**src/rtl/decseq_pkg.sv**
```systemverilog
package decseq_pkg;
  localparam int CHAR_W = 7;
  localparam int MARK_BIT = 6;
  localparam int ZHI_BIT = 5;
  localparam int ZLO_BIT = 4;

  typedef struct packed {
    logic load;
    logic capSignA;
    logic capSignB;
    logic fetchA;
    logic fetchB;
    logic writeSum;
    logic cmplWrite;
    logic rewind;
    logic rewindCarry;
    logic keepCmplCarry;
    logic latchResult;
    logic writeSign;
  } ctlT;

  typedef struct packed {
    logic bMark;
    logic signsDiffer;
    logic anyCarry;
  } statT;

  typedef enum logic [3:0] {
    ST_IDLE, ST_SGA, ST_SGB, ST_ROUTE, ST_CRD, ST_CWR,
    ST_AF, ST_BF, ST_BW, ST_DECIDE, ST_SRD, ST_SWR, ST_FIN
  } stateT;

  function automatic logic zoneMinus(input logic zHi, input logic zLo);
    return zHi & ~zLo;
  endfunction
endpackage

```
**src/rtl/decseq_digit.sv**
```systemverilog
module decseq_digit (
  input  logic [3:0] xDig,
  input  logic [3:0] yDig,
  input  logic       cin,
  output logic [3:0] outDig,
  output logic       cout
);
  logic [4:0] raw;
  always_comb begin
    raw = {1'b0, xDig} + {1'b0, yDig} + {4'd0, cin};
    if (raw > 5'd9) begin
      outDig = 4'(raw - 5'd10);
      cout = 1'b1;
    end else begin
      outDig = raw[3:0];
      cout = 1'b0;
    end
  end
endmodule

```
**src/rtl/decseq_data.sv**
```systemverilog
module decseq_data
  import decseq_pkg::*;
#(
  parameter int ADDR_W = 6
) (
  input  logic              clk,
  input  logic              rstN,
  input  ctlT               ctl,
  input  logic              isSub,
  input  logic [ADDR_W-1:0] aAddr,
  input  logic [ADDR_W-1:0] bAddr,
  input  logic              tbWe,
  input  logic [ADDR_W-1:0] tbAddr,
  input  logic [CHAR_W-1:0] tbWdata,
  output logic [CHAR_W-1:0] tbRdata,
  output statT              stat,
  output logic              overflow
);
  localparam int DEPTH = 1 << ADDR_W;

  logic [CHAR_W-1:0] store [DEPTH];
  logic [ADDR_W-1:0] aPtr, bPtr, bStart, rdAddr, wAddr;
  logic [CHAR_W-1:0] rdChar, wData, bReg;
  logic [3:0]        aDig, sumDig, cmpDig;
  logic              memWe, subOp, aDone, carry, cmplCarryR;
  logic              signA, signB, resMinus, ovfR, sumCout, cmpCout;

  assign rdAddr  = (ctl.fetchA || ctl.capSignA) ? aPtr : bPtr;
  assign rdChar  = store[rdAddr];
  assign tbRdata = store[tbAddr];

  decseq_digit u_sum (.xDig(aDig), .yDig(bReg[3:0]), .cin(carry),
                      .outDig(sumDig), .cout(sumCout));
  decseq_digit u_cmpl (.xDig(4'd9 - bReg[3:0]), .yDig(4'd0), .cin(carry),
                       .outDig(cmpDig), .cout(cmpCout));

  always_comb begin
    memWe = 1'b0;
    wAddr = bPtr;
    wData = '0;
    if (ctl.writeSum) begin
      memWe = 1'b1;
      wData = {bReg[MARK_BIT:ZLO_BIT], sumDig};
    end else if (ctl.cmplWrite) begin
      memWe = 1'b1;
      wData = {bReg[MARK_BIT:ZLO_BIT], cmpDig};
    end else if (ctl.writeSign) begin
      memWe = 1'b1;
      wData = {bReg[MARK_BIT], 1'b1, ~resMinus, bReg[3:0]};
    end else if (tbWe) begin
      memWe = 1'b1;
      wAddr = tbAddr;
      wData = tbWdata;
    end
  end

  always_ff @(posedge clk) begin
    if (memWe) store[wAddr] <= wData;
  end

  always_ff @(posedge clk or negedge rstN) begin
    if (!rstN) begin
      aPtr <= '0; bPtr <= '0; bStart <= '0;
      subOp <= 1'b0; aDone <= 1'b0; carry <= 1'b0; cmplCarryR <= 1'b0;
      signA <= 1'b0; signB <= 1'b0; resMinus <= 1'b0; ovfR <= 1'b0;
      aDig <= '0; bReg <= '0;
    end else begin
      if (ctl.load) begin
        aPtr <= aAddr; bPtr <= bAddr; bStart <= bAddr;
        subOp <= isSub; aDone <= 1'b0; carry <= 1'b0;
        cmplCarryR <= 1'b0; ovfR <= 1'b0; resMinus <= 1'b0;
      end
      if (ctl.capSignA) signA <= zoneMinus(rdChar[ZHI_BIT], rdChar[ZLO_BIT]) ^ subOp;
      if (ctl.capSignB) signB <= zoneMinus(rdChar[ZHI_BIT], rdChar[ZLO_BIT]);
      if (ctl.fetchA) begin
        aDig <= aDone ? 4'd0 : rdChar[3:0];
        if (!aDone) aDone <= rdChar[MARK_BIT];
        aPtr <= aPtr - 1'b1;
      end
      if (ctl.fetchB) bReg <= rdChar;
      if (ctl.keepCmplCarry) cmplCarryR <= cmpCout;
      if (ctl.rewind) begin
        bPtr <= bStart;
        carry <= ctl.rewindCarry;
      end else if (ctl.cmplWrite) begin
        carry <= cmpCout;
        bPtr <= bPtr - 1'b1;
      end else if (ctl.writeSum) begin
        carry <= sumCout;
        bPtr <= bPtr - 1'b1;
      end
      if (ctl.latchResult) begin
        resMinus <= (signA != signB) ? ((carry | cmplCarryR) ? ~signB : signB) : signB;
        ovfR <= (signA == signB) & carry;
      end
    end
  end

  assign stat.bMark       = bReg[MARK_BIT];
  assign stat.signsDiffer = signA ^ signB;
  assign stat.anyCarry    = carry | cmplCarryR;
  assign overflow         = ovfR;

  // digits produced by the sequencer stay within BCD for BCD operands
  p_bcd_digit_r3: assert property (@(posedge clk) disable iff (!rstN)
    (ctl.writeSum || ctl.cmplWrite) |-> (wData[3:0] <= 4'd9));
endmodule

```
**src/rtl/decseq_ctrl.sv**
```systemverilog
module decseq_ctrl
  import decseq_pkg::*;
(
  input  logic clk,
  input  logic rstN,
  input  logic start,
  input  statT stat,
  output ctlT  ctl,
  output logic busy,
  output logic done
);
  stateT state, nextState;
  logic  pass, nextPass;

  always_ff @(posedge clk or negedge rstN) begin
    if (!rstN) begin
      state <= ST_IDLE;
      pass <= 1'b0;
    end else begin
      state <= nextState;
      pass <= nextPass;
    end
  end

  always_comb begin
    ctl = '0;
    nextState = state;
    nextPass = pass;
    unique case (state)
      ST_IDLE: if (start) begin
        ctl.load = 1'b1;
        nextPass = 1'b0;
        nextState = ST_SGA;
      end
      ST_SGA: begin
        ctl.capSignA = 1'b1;
        nextState = ST_SGB;
      end
      ST_SGB: begin
        ctl.capSignB = 1'b1;
        nextState = ST_ROUTE;
      end
      ST_ROUTE: begin
        ctl.rewind = 1'b1;
        ctl.rewindCarry = stat.signsDiffer;
        nextState = stat.signsDiffer ? ST_CRD : ST_AF;
      end
      ST_CRD: begin
        ctl.fetchB = 1'b1;
        nextState = ST_CWR;
      end
      ST_CWR: begin
        ctl.cmplWrite = 1'b1;
        if (stat.bMark) begin
          ctl.rewind = 1'b1;
          ctl.rewindCarry = 1'b0;
          ctl.keepCmplCarry = ~pass;
          nextState = pass ? ST_SRD : ST_AF;
        end else begin
          nextState = ST_CRD;
        end
      end
      ST_AF: begin
        ctl.fetchA = 1'b1;
        nextState = ST_BF;
      end
      ST_BF: begin
        ctl.fetchB = 1'b1;
        nextState = ST_BW;
      end
      ST_BW: begin
        ctl.writeSum = 1'b1;
        nextState = stat.bMark ? ST_DECIDE : ST_AF;
      end
      ST_DECIDE: begin
        ctl.latchResult = 1'b1;
        ctl.rewind = 1'b1;
        if (stat.signsDiffer && !stat.anyCarry) begin
          ctl.rewindCarry = 1'b1;
          nextPass = 1'b1;
          nextState = ST_CRD;
        end else begin
          nextState = ST_SRD;
        end
      end
      ST_SRD: begin
        ctl.fetchB = 1'b1;
        nextState = ST_SWR;
      end
      ST_SWR: begin
        ctl.writeSign = 1'b1;
        nextState = ST_FIN;
      end
      ST_FIN: nextState = ST_IDLE;
      default: nextState = ST_IDLE;
    endcase
  end

  assign busy = (state != ST_IDLE);
  assign done = (state == ST_FIN);

  // completion is a single-cycle pulse
  p_done_pulse_r9: assert property (@(posedge clk) disable iff (!rstN)
    done |=> !done);
  // no more than one store access per cycle
  p_one_access_r10: assert property (@(posedge clk) disable iff (!rstN)
    $onehot0({ctl.capSignA, ctl.capSignB, ctl.fetchA, ctl.fetchB,
              ctl.writeSum, ctl.cmplWrite, ctl.writeSign}));
  // the end-marked B character closes the add phase
  p_mark_ends_r8: assert property (@(posedge clk) disable iff (!rstN)
    (state == ST_BW && stat.bMark) |=> (state == ST_DECIDE));
  // busy covers the cycle of the done pulse
  p_done_busy_r9: assert property (@(posedge clk) disable iff (!rstN)
    $fell(busy) |-> $past(done));
endmodule

```
**src/rtl/decseq_top.sv**
```systemverilog
module decseq_top
  import decseq_pkg::*;
#(
  parameter int ADDR_W = 6
) (
  input  logic              clk,
  input  logic              rstN,
  input  logic              start,
  input  logic              isSub,
  input  logic [ADDR_W-1:0] aAddr,
  input  logic [ADDR_W-1:0] bAddr,
  output logic              busy,
  output logic              done,
  output logic              overflow,
  input  logic              tbWe,
  input  logic [ADDR_W-1:0] tbAddr,
  input  logic [6:0]        tbWdata,
  output logic [6:0]        tbRdata
);
  ctlT  ctl;
  statT stat;

  decseq_ctrl u_ctrl (
    .clk(clk), .rstN(rstN), .start(start), .stat(stat),
    .ctl(ctl), .busy(busy), .done(done)
  );

  decseq_data #(.ADDR_W(ADDR_W)) u_data (
    .clk(clk), .rstN(rstN), .ctl(ctl), .isSub(isSub),
    .aAddr(aAddr), .bAddr(bAddr), .tbWe(tbWe), .tbAddr(tbAddr),
    .tbWdata(tbWdata), .tbRdata(tbRdata), .stat(stat), .overflow(overflow)
  );
endmodule

```
**config.mk**
```make
export PLATFORM = sky130hd
export DESIGN_NAME = decseq_top
export DESIGN_NICKNAME = d
export VERILOG_FILES = /design/src/rtl/decseq_pkg.sv /design/src/rtl/decseq_digit.sv /design/src/rtl/decseq_data.sv /design/src/rtl/decseq_ctrl.sv /design/src/rtl/decseq_top.sv
export SDC_FILE = /design/constraint.sdc
export NUM_CORES = 1
export LEC_CHECK = 0
export CORE_MARGIN = 2
export CORE_UTILIZATION = 63
export CTS_BUF_LIST = sky130_fd_sc_hd__clkbuf_8 sky130_fd_sc_hd__clkbuf_16
export DETAILED_ROUTE_END_ITERATION = 12
export HOLD_SLACK_MARGIN = 0.02
export PLACE_DENSITY = 0.8
export SYNTH_ARGS = -nofsm -noshare
export SYNTH_HDL_FRONTEND = slang
export SYNTH_HIERARCHICAL = 1
export SYNTH_SLANG_ARGS = --single-unit
```
**constraint.sdc**
```tcl
create_clock -name clk -period 5.4 [get_ports clk]
set_input_delay 1.35 -clock clk [delete_from_list [all_inputs] [get_ports clk]]
set_output_delay 1.35 -clock clk [all_outputs]
set_load 0.03 [all_outputs]
```
==> results, run 1 <==
- The flow ran to the end, and the final reports show no timing, DRC or antenna violations.
- After the last flow step, the layout net total stands at 1,603.
- The number of maximum-capacitance constraint violations is 0.
- The highest net fanout along the worst path is 29.
- The first routing iteration left 1,870 violations.
- The pre-CTS setup slack is 0.215 ns.
- Of the total power, the share spent switching nets is 0.390.
- The floorplan step defined a core boundary enclosing 37,800 um^2.
- The required arrival time at the worst endpoint is 4.05 ns.
- The fraction of the cycle the final worst path needs is 0.962.
- The global-route wire length before repair is 97,100 um.
- Once the clock tree was built, the setup fixing pass inserted 0 buffers.
- After synthesis, the share of flip-flops with an asynchronous set or reset is 0.0857.
- In the layout the commonest cells are sky130_fd_sc_hd__edfxtp_1 (448), sky130_fd_sc_hd__mux4_2 (231), sky130_fd_sc_hd__nand2_1 (179).
- The smallest clock period supported by the final layout is computed as 5.19 ns.
- After detailed routing, the number of remaining DRC violations is 0.
- Yosys printed 6 warnings.
- Measured against its own limit, the worst slew margin works out to 0.169.
- Leaving out fill and tap cells, the most frequent cell in the layout is sky130_fd_sc_hd__edfxtp_1.
- The analysis attributes to net switching a power of 6.03 mW.
- The clock-pin transition on the worst setup and hold timing paths is 0.06 ns.
- The number of antenna diodes is 0.
- Yosys attributes the largest share of cell area to sky130_fd_sc_hd__edfxtp_1 (56%), sky130_fd_sc_hd__mux4_2 (21%), sky130_fd_sc_hd__dfrtp_1 (4.3%), sky130_fd_sc_hd__nand2_1 (2.8%), sky130_fd_sc_hd__mux2i_1 (2.1%).
- The part of the power in registers is 0.331.
- The synthesis-stage register bit count is 490.
- Counting the buffers created by CTS gives 49.
- The final wirelength is 65,800 um.
- The detailed-routing iteration count for the pre-antenna-repair pass is 7.
- The number of unique standard cell types used by synthesis is 72.
- CTS placed an instance of sky130_fd_sc_hd__clkbuf_16 at the clock tree root.
- The number of standard cells after synthesis is 1,501.
- The clock net in this run drives a total of 490 sinks.
- The overflow left after global routing is 0.
- The total negative slack for setup checks is 0 ns.
- Of the total power, combinational logic draws 0.454.
- The number of I/O port buffers is 39.
- The later pin in the worst-skew pair is clocked with a latency of 0.59 ns.
- The die area is 40,000 um^2.
- Derived from the worst setup path, the maximum achievable clock frequency is 0.193 GHz.
- In this run the cell area of the synthesized design comes to 24,200 um^2.
- STA puts the critical path data arrival time at 3.84 ns.
- The number of buffers added to fix hold violations after cts is 0.
- The internal power component is 9.44 mW.
- Entering global routing, the biggest net connects 65 pins.
- Of the synthesized area, sequential elements account for 0.599.
- For this design the static power due to leakage is 9.04 nW.
- The H-tree generated during clock tree synthesis spans 2 levels.
- Detailed placement ended at an HPWL of 42,200 um.
- The post-detailed-route count of antenna-violating nets is 0.
- The horizontal die dimension is 200 um.
- Using the TritonRoute via totals, the vias-per-cell ratio works out to 7.27.
- The type of element launching the critical path is a primary input.
- The post-cts resize count is 0.
- Setup violations remaining at the end of the flow were counted as 0.
- At the pin with the least slew margin, the transition time is 1.25 ns.
- On the final layout, the worst clock skew is 0.0169 ns.
- The worst min-delay path class is reg -> reg.
- The via count of the first global-routing pass was 15,300.
- The dominant synthesized flop cell is sky130_fd_sc_hd__edfxtp_1.
- The final max-slew violation count is 0.
- After synthesis, the mean cell area works out to 16.1 um^2.
- In the final layout, the share of cells above drive strength 1 is 0.257.
- The clock network fraction of total power is 0.215.
- The library cell occupying the most area in the post-synthesis netlist is sky130_fd_sc_hd__edfxtp_1.
- The clock tree buffer depth is 3.
- The initialized floorplan defines 71 standard-cell rows.
- Measured along the y axis, the die boundary spans 200 um.
- The critical path start-end classification is in -> out.
- Of the post-synthesis cell area, the dominant cell type holds 0.555.
- Setup repair after global routing left no endpoint under its margin.
- The count of flip-flops with a built-in enable after synthesis is 448.
- The routed layout has 15,300 vias.
- The highest ir drop seen on vdd is 0.436 mV.
- The congestion estimate from routability-driven global placement came to 0.951.
- The global router's overall resource usage is 0.343.
- Relative to the synthesized area, the layout overhead comes to 11.6%.
- The TritonCTS clock tree is built.
- The number of antenna violations at the first check in global routing came to 1.
- The number of primary I/O pins is 40.
- After detailed routing, the average wire length per cell comes to 31.2 um.
- The starting utilization of the core area is 0.642.
- The areal power density over the cells is 572 nW/um^2.
- The kind of end point of the critical path is an output pin.
- In the post-route analysis, the smallest setup slack over all paths is 0.206 ns.
- The hold violation count in the final report is 0.
-- final timing paths --
check	end	start	slack, ns	cells past startpoint
min in group asynchronous	u_ctrl/state[1]	rstN	0.91	1
min reg2reg	u_data/bPtr[5]	u_data/bStart[5]	0.48	2
min	u_data/bPtr[5]	u_data/bStart[5]	0.48	2
max reg2reg	u_data/bReg[6]	u_ctrl/state[3]	0.73	12
max in group asynchronous	u_data/bReg[3]	rstN	3.90	1
max	tbRdata[3]	tbAddr[1]	0.21	6
-- synth_stat cells (all sizes together) (11+ instances only) --
master  count
edfxtp    448
and2       12
nand2     181
mux2       14
mux4      231
inv        24
buf        43
o21ai      43
ha         11
a31oi      23
clkbuf     54
a21oi      24
nand3      25
dfrtp      42
a32oi      13
nor2      113
a211oi     15
mux2i      51
nor2b      11
-- kinds of logic (layout without fill, tap and decap cells) --
logic type,after synthesis,in the layout,share of synthesized area
buf+inv,122,211,0.0238
fa+ha+maj,15,15,0.00899
compound gates,189,189,0.0542
simple gates,381,381,0.0692
other cells,1,5,0.000155
xor+xnor,7,7,0.00253
flops,490,490,0.599
mux,296,296,0.242
-- area by class of cell --
| type | instances | area [um^2] |
|---|---|---|
| repair buffers | 99 | 980 |
| clock inverters | 38 | 322 |
| inverters | 25 | 93.8 |
| multi-input cells | 893 | 9270 |
| clock buffers | 49 | 1230 |
| fillers | 2309 | 10700 |
| flip-flops and latches | 490 | 14500 |
| well taps | 511 | 639 |
-- power groups by stage --
| stage | sequential [mW] | combinational [mW] | clock [mW] |
|---|---|---|---|
| final | 5.12 | 7.02 | 3.33 |
| after global routing | 5.15 | 7.40 | 3.51 |
| after CTS | 5.11 | 6.88 | 3.37 |
| after detailed placement | 5.19 | 6.83 | 0 |
| after global placement | 5.17 | 6.68 | 0 |
| after floorplan | 5.07 | 4.83 | 0 |
-- routing by layer --
layer	global-route usage	wire, um
met5	0	0
met2	0.534	31300
met3	0.0924	8080
met1	0.452	22600
met4	0.180	3750
-- sequential cells by signal, indices dropped and copies added (netlist names) --
| name | count |
|---|---|
| u_ctrl/pass | 1 |
| u_ctrl/state | 4 |
| u_data/aDig | 4 |
| u_data/aDone | 1 |
| u_data/aPtr | 6 |
| u_data/bPtr | 6 |
| u_data/bReg | 7 |
| u_data/bStart | 6 |
| u_data/carry | 1 |
| u_data/cmplCarryR | 1 |
| u_data/overflow | 1 |
| u_data/resMinus | 1 |
| u_data/signA | 1 |
| u_data/signB | 1 |
| u_data/store | 448 |
| u_data/subOp | 1 |
-- critical path, stage by stage --
cell,delay [ns]
sky130_fd_sc_hd__buf_4,0.48
sky130_fd_sc_hd__buf_12,0.30
sky130_fd_sc_hd__mux4_2,0.40
sky130_fd_sc_hd__mux4_2,0.57
sky130_fd_sc_hd__mux4_2,0.52
sky130_fd_sc_hd__buf_4,0.19
-- metrics by stage --
step / instance area, um^2 / std cells / total power [mW] / hold slack [ns] / util
after global routing: 27000 / 2105 / 16.1 / 0.501 / 0.716
after global placement: 25500 / 2018 / 11.8 / 0.467 / 0.675
after CTS: 27000 / 2105 / 15.4 / 0.486 / 0.716
after detailed placement: 25500 / 2018 / 12.0 / 0.468 / 0.675
after floorplan: 24200 / 1505 / 9.90 / 0.445 / -
final: 27000 / 2105 / 15.5 / 0.482 / 0.716
No activity file was read; power rests on OpenSTA's default activity.
==> run 2, diff against run 1 <==
TNS_END_PERCENT = 20   (was not set)
==> results of run 2 <==
Same layout as run 1: the final DEF is identical, and so are final timing and power.
